**config.mk**
```make
export PLATFORM = sky130hd
export DESIGN_NAME = tx_prio_arbiter
export DESIGN_NICKNAME = d
export VERILOG_FILES = /design/src/rtl/txarb_pkg.sv /design/src/rtl/mbx_cfg_bank.sv /design/src/rtl/mbx_flags.sv /design/src/rtl/prio_select.sv /design/src/rtl/tx_prio_arbiter.sv
export SDC_FILE = /design/constraint.sdc
export NUM_CORES = 2
export LEC_CHECK = 0
export BUFFER_PORTS_ARGS = -buffer_cell sky130_fd_sc_hd__buf_2
export CORE_MARGIN = 1
export CORE_UTILIZATION = 60
export CTS_CLUSTER_SIZE = 16
export DETAILED_ROUTE_END_ITERATION = 10
export PLACE_DENSITY = 0.8
export SLEW_MARGIN = 20
export SYNTH_ARGS = -nofsm -noshare
export SYNTH_HDL_FRONTEND = slang
export SYNTH_SLANG_ARGS = --single-unit
export TNS_END_PERCENT = 100
```
**constraint.sdc**
```tcl
create_clock -name clk -period 26.1 [get_ports clk]
set_input_delay 5.22 -clock clk [delete_from_list [all_inputs] [get_ports clk]]
set_output_delay 5.22 -clock clk [all_outputs]
set_load 0.1 [all_outputs]
```
**src/rtl/txarb_pkg.sv**
```systemverilog
`timescale 1ns/1ps
package txarb_pkg;
   typedef enum logic {
      ARB_IDLE = 1'b0,
      ARB_BUSY = 1'b1
   } arb_state_e;
endpackage

```
**src/rtl/mbx_cfg_bank.sv**
```systemverilog
`timescale 1ns/1ps
module mbx_cfg_bank #(
   parameter int N      = 32,
   parameter int PRIO_W = 6,
   parameter int DATA_W = 64,
   localparam int IDX_W = (N > 1) ? $clog2(N) : 1
) (
   input  logic              clk,
   input  logic              rst_n,
   input  logic              cfg_we,
   input  logic [IDX_W-1:0]  cfg_sel,
   input  logic              cfg_enable,
   input  logic [PRIO_W-1:0] cfg_prio,
   input  logic [DATA_W-1:0] cfg_payload,
   input  logic              imask_we,
   input  logic [N-1:0]      imask_val,
   input  logic [IDX_W-1:0]  rd_idx,
   output logic [N-1:0]      en_vec,
   output logic [PRIO_W-1:0] prio_arr [N],
   output logic [N-1:0]      imask,
   output logic [DATA_W-1:0] rd_data
);
   logic [DATA_W-1:0] data_arr [N];

   for (genvar g = 0; g < N; g++) begin : g_mbx
      logic hit;
      assign hit = cfg_we && (cfg_sel == IDX_W'(g));
      always_ff @(posedge clk) begin
         if (!rst_n) begin
            en_vec[g]   <= 1'b0;
            prio_arr[g] <= '0;
            data_arr[g] <= '0;
         end else if (hit) begin
            en_vec[g]   <= cfg_enable;
            prio_arr[g] <= cfg_prio;
            data_arr[g] <= cfg_payload;
         end
      end
   end

   always_ff @(posedge clk) begin
      if (!rst_n)        imask <= '0;
      else if (imask_we) imask <= imask_val;
   end

   assign rd_data = data_arr[rd_idx];
endmodule

```
**src/rtl/mbx_flags.sv**
```systemverilog
`timescale 1ns/1ps
module mbx_flags #(
   parameter int N = 32
) (
   input  logic         clk,
   input  logic         rst_n,
   input  logic         set_we,
   input  logic [N-1:0] set_mask,
   input  logic         clr_we,
   input  logic [N-1:0] clr_mask,
   input  logic [N-1:0] done_vec,
   output logic [N-1:0] req_q,
   output logic [N-1:0] ack_q
);
   logic [N-1:0] set_eff, clr_eff;

   assign set_eff = set_we ? set_mask : '0;
   assign clr_eff = clr_we ? clr_mask : '0;

   always_ff @(posedge clk) begin
      if (!rst_n) begin
         req_q <= '0;
         ack_q <= '0;
      end else begin
         // a fresh request outranks the completion clear
         req_q <= (req_q & ~done_vec) | set_eff;
         // a completion outranks the software clear
         ack_q <= (ack_q & ~clr_eff) | done_vec;
      end
   end
endmodule

```
**src/rtl/prio_select.sv**
```systemverilog
`timescale 1ns/1ps
module prio_select #(
   parameter int N        = 32,
   parameter int PRIO_W   = 6,
   parameter bit USE_TREE = 1'b1,
   localparam int IDX_W   = (N > 1) ? $clog2(N) : 1
) (
   input  logic [N-1:0]      elig,
   input  logic [PRIO_W-1:0] prio_arr [N],
   output logic              found,
   output logic [IDX_W-1:0]  win_idx
);
   if (USE_TREE) begin : g_tree
      localparam int LEAVES = 1 << IDX_W;
      localparam int NODES  = 2 * LEAVES - 1;
      logic              nv [NODES];
      logic [PRIO_W-1:0] np [NODES];
      logic [IDX_W-1:0]  ni [NODES];

      for (genvar g = 0; g < LEAVES; g++) begin : g_leaf
         if (g < N) begin : g_real
            assign nv[LEAVES-1+g] = elig[g];
            assign np[LEAVES-1+g] = prio_arr[g];
         end else begin : g_pad
            assign nv[LEAVES-1+g] = 1'b0;
            assign np[LEAVES-1+g] = '0;
         end
         assign ni[LEAVES-1+g] = IDX_W'(g);
      end

      // right child always covers the higher mailbox numbers
      for (genvar k = 0; k < LEAVES - 1; k++) begin : g_node
         logic take_r;
         assign take_r = nv[2*k+2] && (!nv[2*k+1] || (np[2*k+2] >= np[2*k+1]));
         assign nv[k]  = nv[2*k+1] | nv[2*k+2];
         assign np[k]  = take_r ? np[2*k+2] : np[2*k+1];
         assign ni[k]  = take_r ? ni[2*k+2] : ni[2*k+1];
      end

      assign found   = nv[0];
      assign win_idx = ni[0];
   end else begin : g_chain
      logic [PRIO_W-1:0] best_p;
      always_comb begin
         found   = 1'b0;
         win_idx = '0;
         best_p  = '0;
         for (int i = 0; i < N; i++) begin
            if (elig[i] && (!found || (prio_arr[i] >= best_p))) begin
               found   = 1'b1;
               best_p  = prio_arr[i];
               win_idx = IDX_W'(i);
            end
         end
      end
   end
endmodule

```
**src/rtl/tx_prio_arbiter.sv**
```systemverilog
`timescale 1ns/1ps
module tx_prio_arbiter #(
   parameter int NUM_MBOX = 32,
   parameter int PRIO_W   = 6,
   parameter int DATA_W   = 64,
   parameter bit USE_TREE = 1'b1,
   localparam int IDX_W   = (NUM_MBOX > 1) ? $clog2(NUM_MBOX) : 1
) (
   input  logic                clk,
   input  logic                rst_n,
   input  logic                cfg_we,
   input  logic [IDX_W-1:0]    cfg_sel,
   input  logic                cfg_enable,
   input  logic [PRIO_W-1:0]   cfg_prio,
   input  logic [DATA_W-1:0]   cfg_payload,
   input  logic                imask_we,
   input  logic [NUM_MBOX-1:0] imask_val,
   input  logic                req_set_we,
   input  logic [NUM_MBOX-1:0] req_set_mask,
   input  logic                ack_clr_we,
   input  logic [NUM_MBOX-1:0] ack_clr_mask,
   input  logic                tx_ready,
   input  logic                tx_done,
   output logic                tx_valid,
   output logic [IDX_W-1:0]    tx_idx,
   output logic [DATA_W-1:0]   tx_payload,
   output logic [NUM_MBOX-1:0] req_pend,
   output logic [NUM_MBOX-1:0] ack_flags,
   output logic                irq
);
   import txarb_pkg::*;

   if (NUM_MBOX < 2)  begin : g_bad_n  $error("NUM_MBOX must be at least 2"); end
   if (PRIO_W < 1)    begin : g_bad_p  $error("PRIO_W must be at least 1"); end
   if (DATA_W < 1)    begin : g_bad_d  $error("DATA_W must be at least 1"); end

   arb_state_e          st;
   logic [IDX_W-1:0]    cur_idx;
   logic [NUM_MBOX-1:0] en_vec, imask, elig, done_vec;
   logic [PRIO_W-1:0]   prio_arr [NUM_MBOX];
   logic                sel_found;
   logic [IDX_W-1:0]    sel_idx;
   logic                busy;

   mbx_cfg_bank #(.N(NUM_MBOX), .PRIO_W(PRIO_W), .DATA_W(DATA_W)) u_bank (
      .clk(clk), .rst_n(rst_n),
      .cfg_we(cfg_we), .cfg_sel(cfg_sel), .cfg_enable(cfg_enable),
      .cfg_prio(cfg_prio), .cfg_payload(cfg_payload),
      .imask_we(imask_we), .imask_val(imask_val),
      .rd_idx(tx_idx),
      .en_vec(en_vec), .prio_arr(prio_arr), .imask(imask), .rd_data(tx_payload)
   );

   assign elig = req_pend & en_vec;

   prio_select #(.N(NUM_MBOX), .PRIO_W(PRIO_W), .USE_TREE(USE_TREE)) u_sel (
      .elig(elig), .prio_arr(prio_arr), .found(sel_found), .win_idx(sel_idx)
   );

   assign busy     = (st == ARB_BUSY);
   assign tx_valid = !busy && sel_found;
   assign tx_idx   = busy ? cur_idx : sel_idx;
   assign done_vec = (busy && tx_done) ? (NUM_MBOX'(1) << cur_idx) : '0;

   always_ff @(posedge clk) begin
      if (!rst_n) begin
         st      <= ARB_IDLE;
         cur_idx <= '0;
      end else begin
         unique case (st)
            ARB_IDLE: if (tx_valid && tx_ready) begin
               st      <= ARB_BUSY;
               cur_idx <= sel_idx;
            end
            ARB_BUSY: if (tx_done) st <= ARB_IDLE;
            default:  st <= ARB_IDLE;
         endcase
      end
   end

   mbx_flags #(.N(NUM_MBOX)) u_flags (
      .clk(clk), .rst_n(rst_n),
      .set_we(req_set_we), .set_mask(req_set_mask),
      .clr_we(ack_clr_we), .clr_mask(ack_clr_mask),
      .done_vec(done_vec),
      .req_q(req_pend), .ack_q(ack_flags)
   );

   assign irq = |(ack_flags & imask);
endmodule

```
* Word level (Yosys, flattened, before mapping) *
Memories as Yosys holds them, arrays and structs flattened.
Cells that the tools add are included.

word-level totals
  bits in registers = 326
  bits in writable memories = 2048
  bits of input ports = 180
  output and inout bits = 135
  logic and storage cells = 534
  memories kept = 1

memories
  memory           words  bits a word  rd ports  clocked after memory_dff  write ports  RTL line            RTL
  u_bank.data_arr  32     64           1         0                         32           mbx_cfg_bank.sv:23  logic [DATA_W-1:0] data_arr [N];

operators by class
  order comparisons = 31
  eq/ne operators = 31
  shifts and indexed selects = 1
  mux-type cells = 197
  bitwise gates (word level) = 72
  reductions and logical operators = 132

operator list
  operator                                                                count
  64-bit 2-to-1 mux                                                       32
  6-bit >= comparator                                                     31
  6-bit 2-to-1 mux                                                        30
  32-bit bitwise AND                                                      4
  1-bit 2-to-1 mux                                                        115
  32-bit 2-to-1 mux                                                       3
  5-bit equality test (second input constant)                             16
  1-bit logical AND                                                       66
  32-bit NOT                                                              2
  32-bit OR                                                               2
  1-bit OR                                                                63
  5-bit by 4-bit equality test with 1-bit output (second input constant)  8
  1-bit zero test                                                         32
  32-bit OR reduction                                                     1
  1-bit by 5-bit << shifter with 32-bit output (first input constant)     1
  1-bit logical OR                                                        31
  5-bit by 3-bit equality test with 1-bit output (second input constant)  4
  2-bit 2-to-1 mux                                                        8
  3-bit 2-to-1 mux                                                        4
  5-bit by 2-bit equality test with 1-bit output (second input constant)  2
  5-bit 2-to-1 mux                                                        2
  4-bit 2-to-1 mux                                                        2
  5-bit by 1-bit equality test with 1-bit output (second input constant)  1
  5-bit zero test                                                         1
  3 further kinds                                                         3

* Longest topological paths before layout *
An unclocked memory read counts as a cell.

  depth in word-level cells = 23
  mapped depth = 55
  depth with buffers taken out = 50

* Modules after synthesis *
From an unflattened synthesis, not the netlist that was laid out.

unflattened totals
  cell total of the unflattened synthesis = 8187
  area total of the unflattened synthesis = 111826.0 sq um

by module, submodules not included
  module           instances  cells each  area each (sq um)  sequential area each (sq um)
  mbx_cfg_bank     1          6800        100802.9           66623.9
  prio_select      1          988         7399.6             0.0
  mbx_flags        1          269         2747.6             1281.2
  tx_prio_arbiter  1          130         875.8              120.1

* Worst setup path after synthesis *
No wires, ideal clock.

  path type = register to output
  from = reg u_flags.req_q[18]
  to = out tx_payload[52]
  data arrival time = 13454 ps
  data required time = 20880 ps
  setup slack = 7426 ps
  stages on the path, launching flop included = 49
  path buffers = 6
  cells stage by stage = dfxtp_1 -> nand2_1 -> o311a_1 -> o21a_1 -> nand2_1 -> clkinv_1 -> a21oi_1 -> inv_1 -> ha_1 -> a21oi_1 -> o21ai_0 -> or3b_1 -> a221oi_1 -> or2_2 -> clkbuf_1 -> nor2_1 -> a21oi_1 -> inv_1 -> (+13 left out) -> nor2_1 -> a21oi_1 -> ha_1 -> a211oi_1 -> o21ai_0 -> a221oi_1 -> or2_2 -> clkbuf_1 -> nand2_1 -> o21ai_0 -> mux2i_1 -> inv_1 -> clkbuf_1 -> nor4_2 -> clkbuf_1 -> a32oi_1 -> nand4_1 -> nor4_1

on the way
  word-level cells in the longest chain between the ends = 23
  elaborated cells between the ends (all ways) = 33
  classes of those cells = 4 x order compare; 10 x mux; 5 x bitwise; 13 x reduce/logical; 1 x memory

RTL lines
  what                       RTL line               RTL
  start, declared            mbx_flags.sv:12        output logic [N-1:0] req_q,
  start signal, assigned     mbx_flags.sv:26        req_q <= (req_q & ~done_vec) | set_eff;
  32-bit bitwise AND *       tx_prio_arbiter.sv:54  assign elig = req_pend & en_vec;
  1-bit zero test            prio_select.sv:34      assign take_r = nv[2*k+2] && (!nv[2*k+1] || (np[2*k+2] >= np[2*k+1]));
  1-bit logical OR           prio_select.sv:34
  1-bit logical AND          prio_select.sv:34
  6-bit 2-to-1 mux           prio_select.sv:36      assign np[k] = take_r ? np[2*k+2] : np[2*k+1];
  6-bit >= comparator        prio_select.sv:34
  1-bit logical OR           prio_select.sv:34
  1-bit logical AND          prio_select.sv:34
  (+8 left out)              --
  6-bit 2-to-1 mux           prio_select.sv:36
  6-bit >= comparator        prio_select.sv:34
  1-bit logical OR           prio_select.sv:34
  1-bit logical AND          prio_select.sv:34
  5-bit 2-to-1 mux *         prio_select.sv:37      assign ni[k] = take_r ? ni[2*k+2] : ni[2*k+1];
  5-bit 2-to-1 mux *         tx_prio_arbiter.sv:62  assign tx_idx = busy ? cur_idx : sel_idx;
  via tx_idx[3]              tx_prio_arbiter.sv:25  output logic [IDX_W-1:0] tx_idx,
  memory read 32 x 64 bit *  --
  end, declared              tx_prio_arbiter.sv:26  output logic [DATA_W-1:0] tx_payload,

The timed path passes the listed nets; every way through them passes the cells marked *.

* Worst setup path after layout *
  from = reg u_bank.prio_arr[24] (netlist name)
  to = out tx_payload[31]

on the way
  word-level cells in the longest chain between the ends = 22
  elaborated cells between the ends (all ways) = 26
  classes of those cells = 5 x order compare; 10 x mux; 10 x reduce/logical; 1 x memory

RTL lines
  what                             RTL line               RTL
  start, declared                  mbx_cfg_bank.sv:19     output logic [PRIO_W-1:0] prio_arr [N],
  start signal, assigned by index  mbx_cfg_bank.sv:35     prio_arr[g] <= cfg_prio;
  6-bit >= comparator              prio_select.sv:34
  1-bit logical OR                 prio_select.sv:34
  1-bit logical AND                prio_select.sv:34
  6-bit 2-to-1 mux                 prio_select.sv:36
  6-bit >= comparator              prio_select.sv:34
  1-bit logical OR                 prio_select.sv:34
  1-bit logical AND                prio_select.sv:34
  6-bit 2-to-1 mux                 prio_select.sv:36
  (+6 left out)                    --
  1-bit logical AND                prio_select.sv:34
  6-bit 2-to-1 mux                 prio_select.sv:36
  6-bit >= comparator              prio_select.sv:34
  1-bit logical OR                 prio_select.sv:34
  1-bit logical AND                prio_select.sv:34
  5-bit 2-to-1 mux *               prio_select.sv:37
  5-bit 2-to-1 mux *               tx_prio_arbiter.sv:62
  memory read 32 x 64 bit *        --

Every way passes the cells marked *; elsewhere a longest branch is shown, timed or not.

==> flow_summary.yaml <==
run_status:
  status: "complete, no violations"
critical_path:
  crit_path_max_fanout: 176
  critPathLaunchType: "flop"
  worst_path_largest_cell_delay_ns: 0.96
  slowest_stage: "buf_4"
  end_kind: "output pin"
  criticalPathCategory: "reg -> out"
  arrival_ns: 15.84
  crit_family: "compound AO/OA/AOI/OAI gates"
  crit_required_ns: 20.88
  path_buf_inv: 7
yosys:
  yosysSeqAreaShare: 0.611
  synth_nets: 10200
  async_reset_ff_frac: 0
  synth.avg_cell_area_um2: 11.3
  syn_inst: 9850
  synth_warnings: 0
  yosys_most_used_dff: "edfxtp_1"
  syn_area_um2: 111000
  synth.distinct_cells: 80
  ys_seq_elements: 2374
  synth_edf_count: 2048
sta:
  final-setup-viol-count: 0
  clock.fmax_ghz: 0.0475
  period_minus_slack_ns: 21.06
  worst_slack_ns: 5.04
  hold_slack_ns: 0.490
  skew_ns: 0.0484
  rsz0062_at_grt: "false"
  hold_violations: 0
  final.period_utilization: 0.807
  setup-tns-final_ns: 0
  slew_viol_final: 0
  tightest_slew_ns: 1.30
  slew_headroom: 0.132
cts:
  clockBufferDepth: 3
  hold_buffers: 0
  clk_pin_slew_ns: 0.06
  htreeDepth: 4
  cts_tree: "yes"
  post-cts-setup-buffers: 0
  cts.sinks: 2374
  cts-root-buf: "clkbuf_16"
  cts-buffers-inserted: 231
  worstSkewPairLatency_ns: 0.92
  cts_resized: 0
global_route:
  grt_pass1_wl_um: 510000
  grt_usage: 0.372
  grt_max_degree: 196
  grt_pass1_vias: 78700
  antenna_found_initial: 41
  gr-total-overflow: 0
floorplan:
  rows: 157
  ioPinCount: 315
  fp.dieH_um: 433
  core_um2: 184000
  start_util: 0.606
  dieWidth_um: 433
  dieArea_um2: 187000
cells_and_area:
  seqCellArea_um2: 68000
  final_common_cell: "and2_1"
  syn2layout_area_growth_pct: 9.60
  final_cells: 12400
  final_util: 0.665
  postLayoutCellArea_um2: 122000
  multi_input_area_um2: 39900
  finalNetCount: 10100
  final_cell_mix: "2,089 x and2_1, 2,048 x edfxtp_1, 1,071 x nand2_1, 853 x nor2_1, 489 x mux2i_1"
  drive_above_1_share: 0.0930
  fillers: 13100
placed_design:
  gp_congestion: 0.975
  dp.cells: 12000
  hpwl_um: 192000
  place_area_um2: 114000
  portBuffers: 314
  pre_cts_ws_ns: 6.27
route:
  wl_per_cell_um: 28.5
  vias_per_cell: 6.51
  drt_iter0_drc: 12600
  drc: 0
  firstDrtPassIters: 9
  wl_um: 354000
  num_vias: 81000
  ant_nets: 0
power:
  total_power_mw: 8.38
  power_density_nw_per_um2: 68.6
  ir_drop_uv: 69.0
  p_leak_nw: 44.3
job:
  maxCapViolCount: 0
hold_path:
  hold_path_class: "reg -> reg"
-- state kept, by name, summed over array words and instances (netlist names) --
register and count:
u_bank.prio_arr 192, u_bank.data_arr 2048, u_bank.imask 32, u_flags.req_q 32
u_bank.en_vec 32, cur_idx 5, u_flags.ack_q 32, busy 1
-- worst register-to-register path, delay by kind of cell, from the launching register on --
kind | cells | cell delay (ns)
AO/OA/AOI/OAI | 19 | 5.20
adder cells (fa/ha/maj) | 5 | 1.43
buffers and inverters | 2 | 0.35
flip-flops | 1 | 0.32
multiplexers | 3 | 1.19
AND/OR/NAND/NOR | 9 | 1.89
-- cells in the mapped netlist, types with 8 or more instances --
cell type | count | area (um2)
nor2b_1 | 45 | 282
o21a_1 | 54 | 405
o211ai_1 | 15 | 113
a22o_1 | 129 | 1130
a31oi_1 | 15 | 93.8
a221oi_1 | 8 | 70.1
o31ai_1 | 9 | 67.6
edfxtp_1 | 2048 | 61500
clkbuf_1 | 670 | 2510
inv_1 | 179 | 672
nor4_1 | 68 | 425
ha_1 | 181 | 2260
a21o_1 | 19 | 143
buf_2 | 75 | 375
o2111ai_1 | 9 | 78.8
a22oi_1 | 149 | 1120
nand3b_1 | 8 | 60.1
nor2_1 | 887 | 3330
nor3_1 | 21 | 105
mux2_2 | 37 | 417
o21ai_0 | 220 | 1100
dfxtp_1 | 326 | 6530
a211oi_1 | 21 | 158
and2_1 | 2089 | 13100
a21oi_1 | 95 | 475
buf_4 | 20 | 150
or2_2 | 11 | 68.8
nand3_1 | 299 | 1500
nand2_1 | 1073 | 4030
buf_1 | 19 | 71.3
a32oi_1 | 126 | 1100
a21boi_0 | 33 | 248
nand4_1 | 140 | 876
o22ai_1 | 129 | 807
nand2b_1 | 37 | 231
mux2i_1 | 489 | 4890
-- logic make-up (layout without fill, tap and decap cells) --
group	count (synthesis)	after routing	synth area share
DFF	2374	2374	0.611
muxes	527	527	0.0478
adders and majority gates	182	182	0.0204
buffers and inverters	966	1054	0.0341
other	0	38	0
and+or+nand+nor	4711	4711	0.218
AOI/OAI and AO/OA	1090	1090	0.0693
-- per-layer routing --
metal	track usage	up-vias	wire length, um
li1	-	34300	-
met1	0.470	39000	123000
met2	0.580	6325	161000
met3	0.0950	1344	47700
met4	0.221	22	23000
met5	0	-	131
-- final timing paths --
check	start	to	slack [ns]	cells after the start
worst max-delay path	u_bank.prio_arr[24]	tx_payload[31]	5.04	45
worst min-delay path	u_bank.en_vec[13]	u_bank.en_vec[13]	0.49	1
worst max register to register	u_bank.prio_arr[24]	cur_idx[0]	15.62	38
worst min register to register	u_bank.en_vec[13]	u_bank.en_vec[13]	0.49	1
-- layout make-up --
class	count	area share
inverters	182	0.00638
repair buffers	446	0.0223
diodes	38	0.000779
well taps	2464	0.0253
clock inverters	128	0.0101
multi-input cells	6510	0.327
flip-flops and latches	2374	0.557
clock buffers	298	0.0508
-- report_power, final --
| group | switching, mW | internal [mW] | total [mW] |
|---|---|---|---|
| Sequential | 0.0647 | 4.31 | 4.37 |
| Combinational | 0.554 | 0.138 | 0.692 |
| Clock | 1.48 | 1.84 | 3.32 |
| Total | 2.10 | 6.28 | 8.38 |
(Power assumes the default switching activity.)
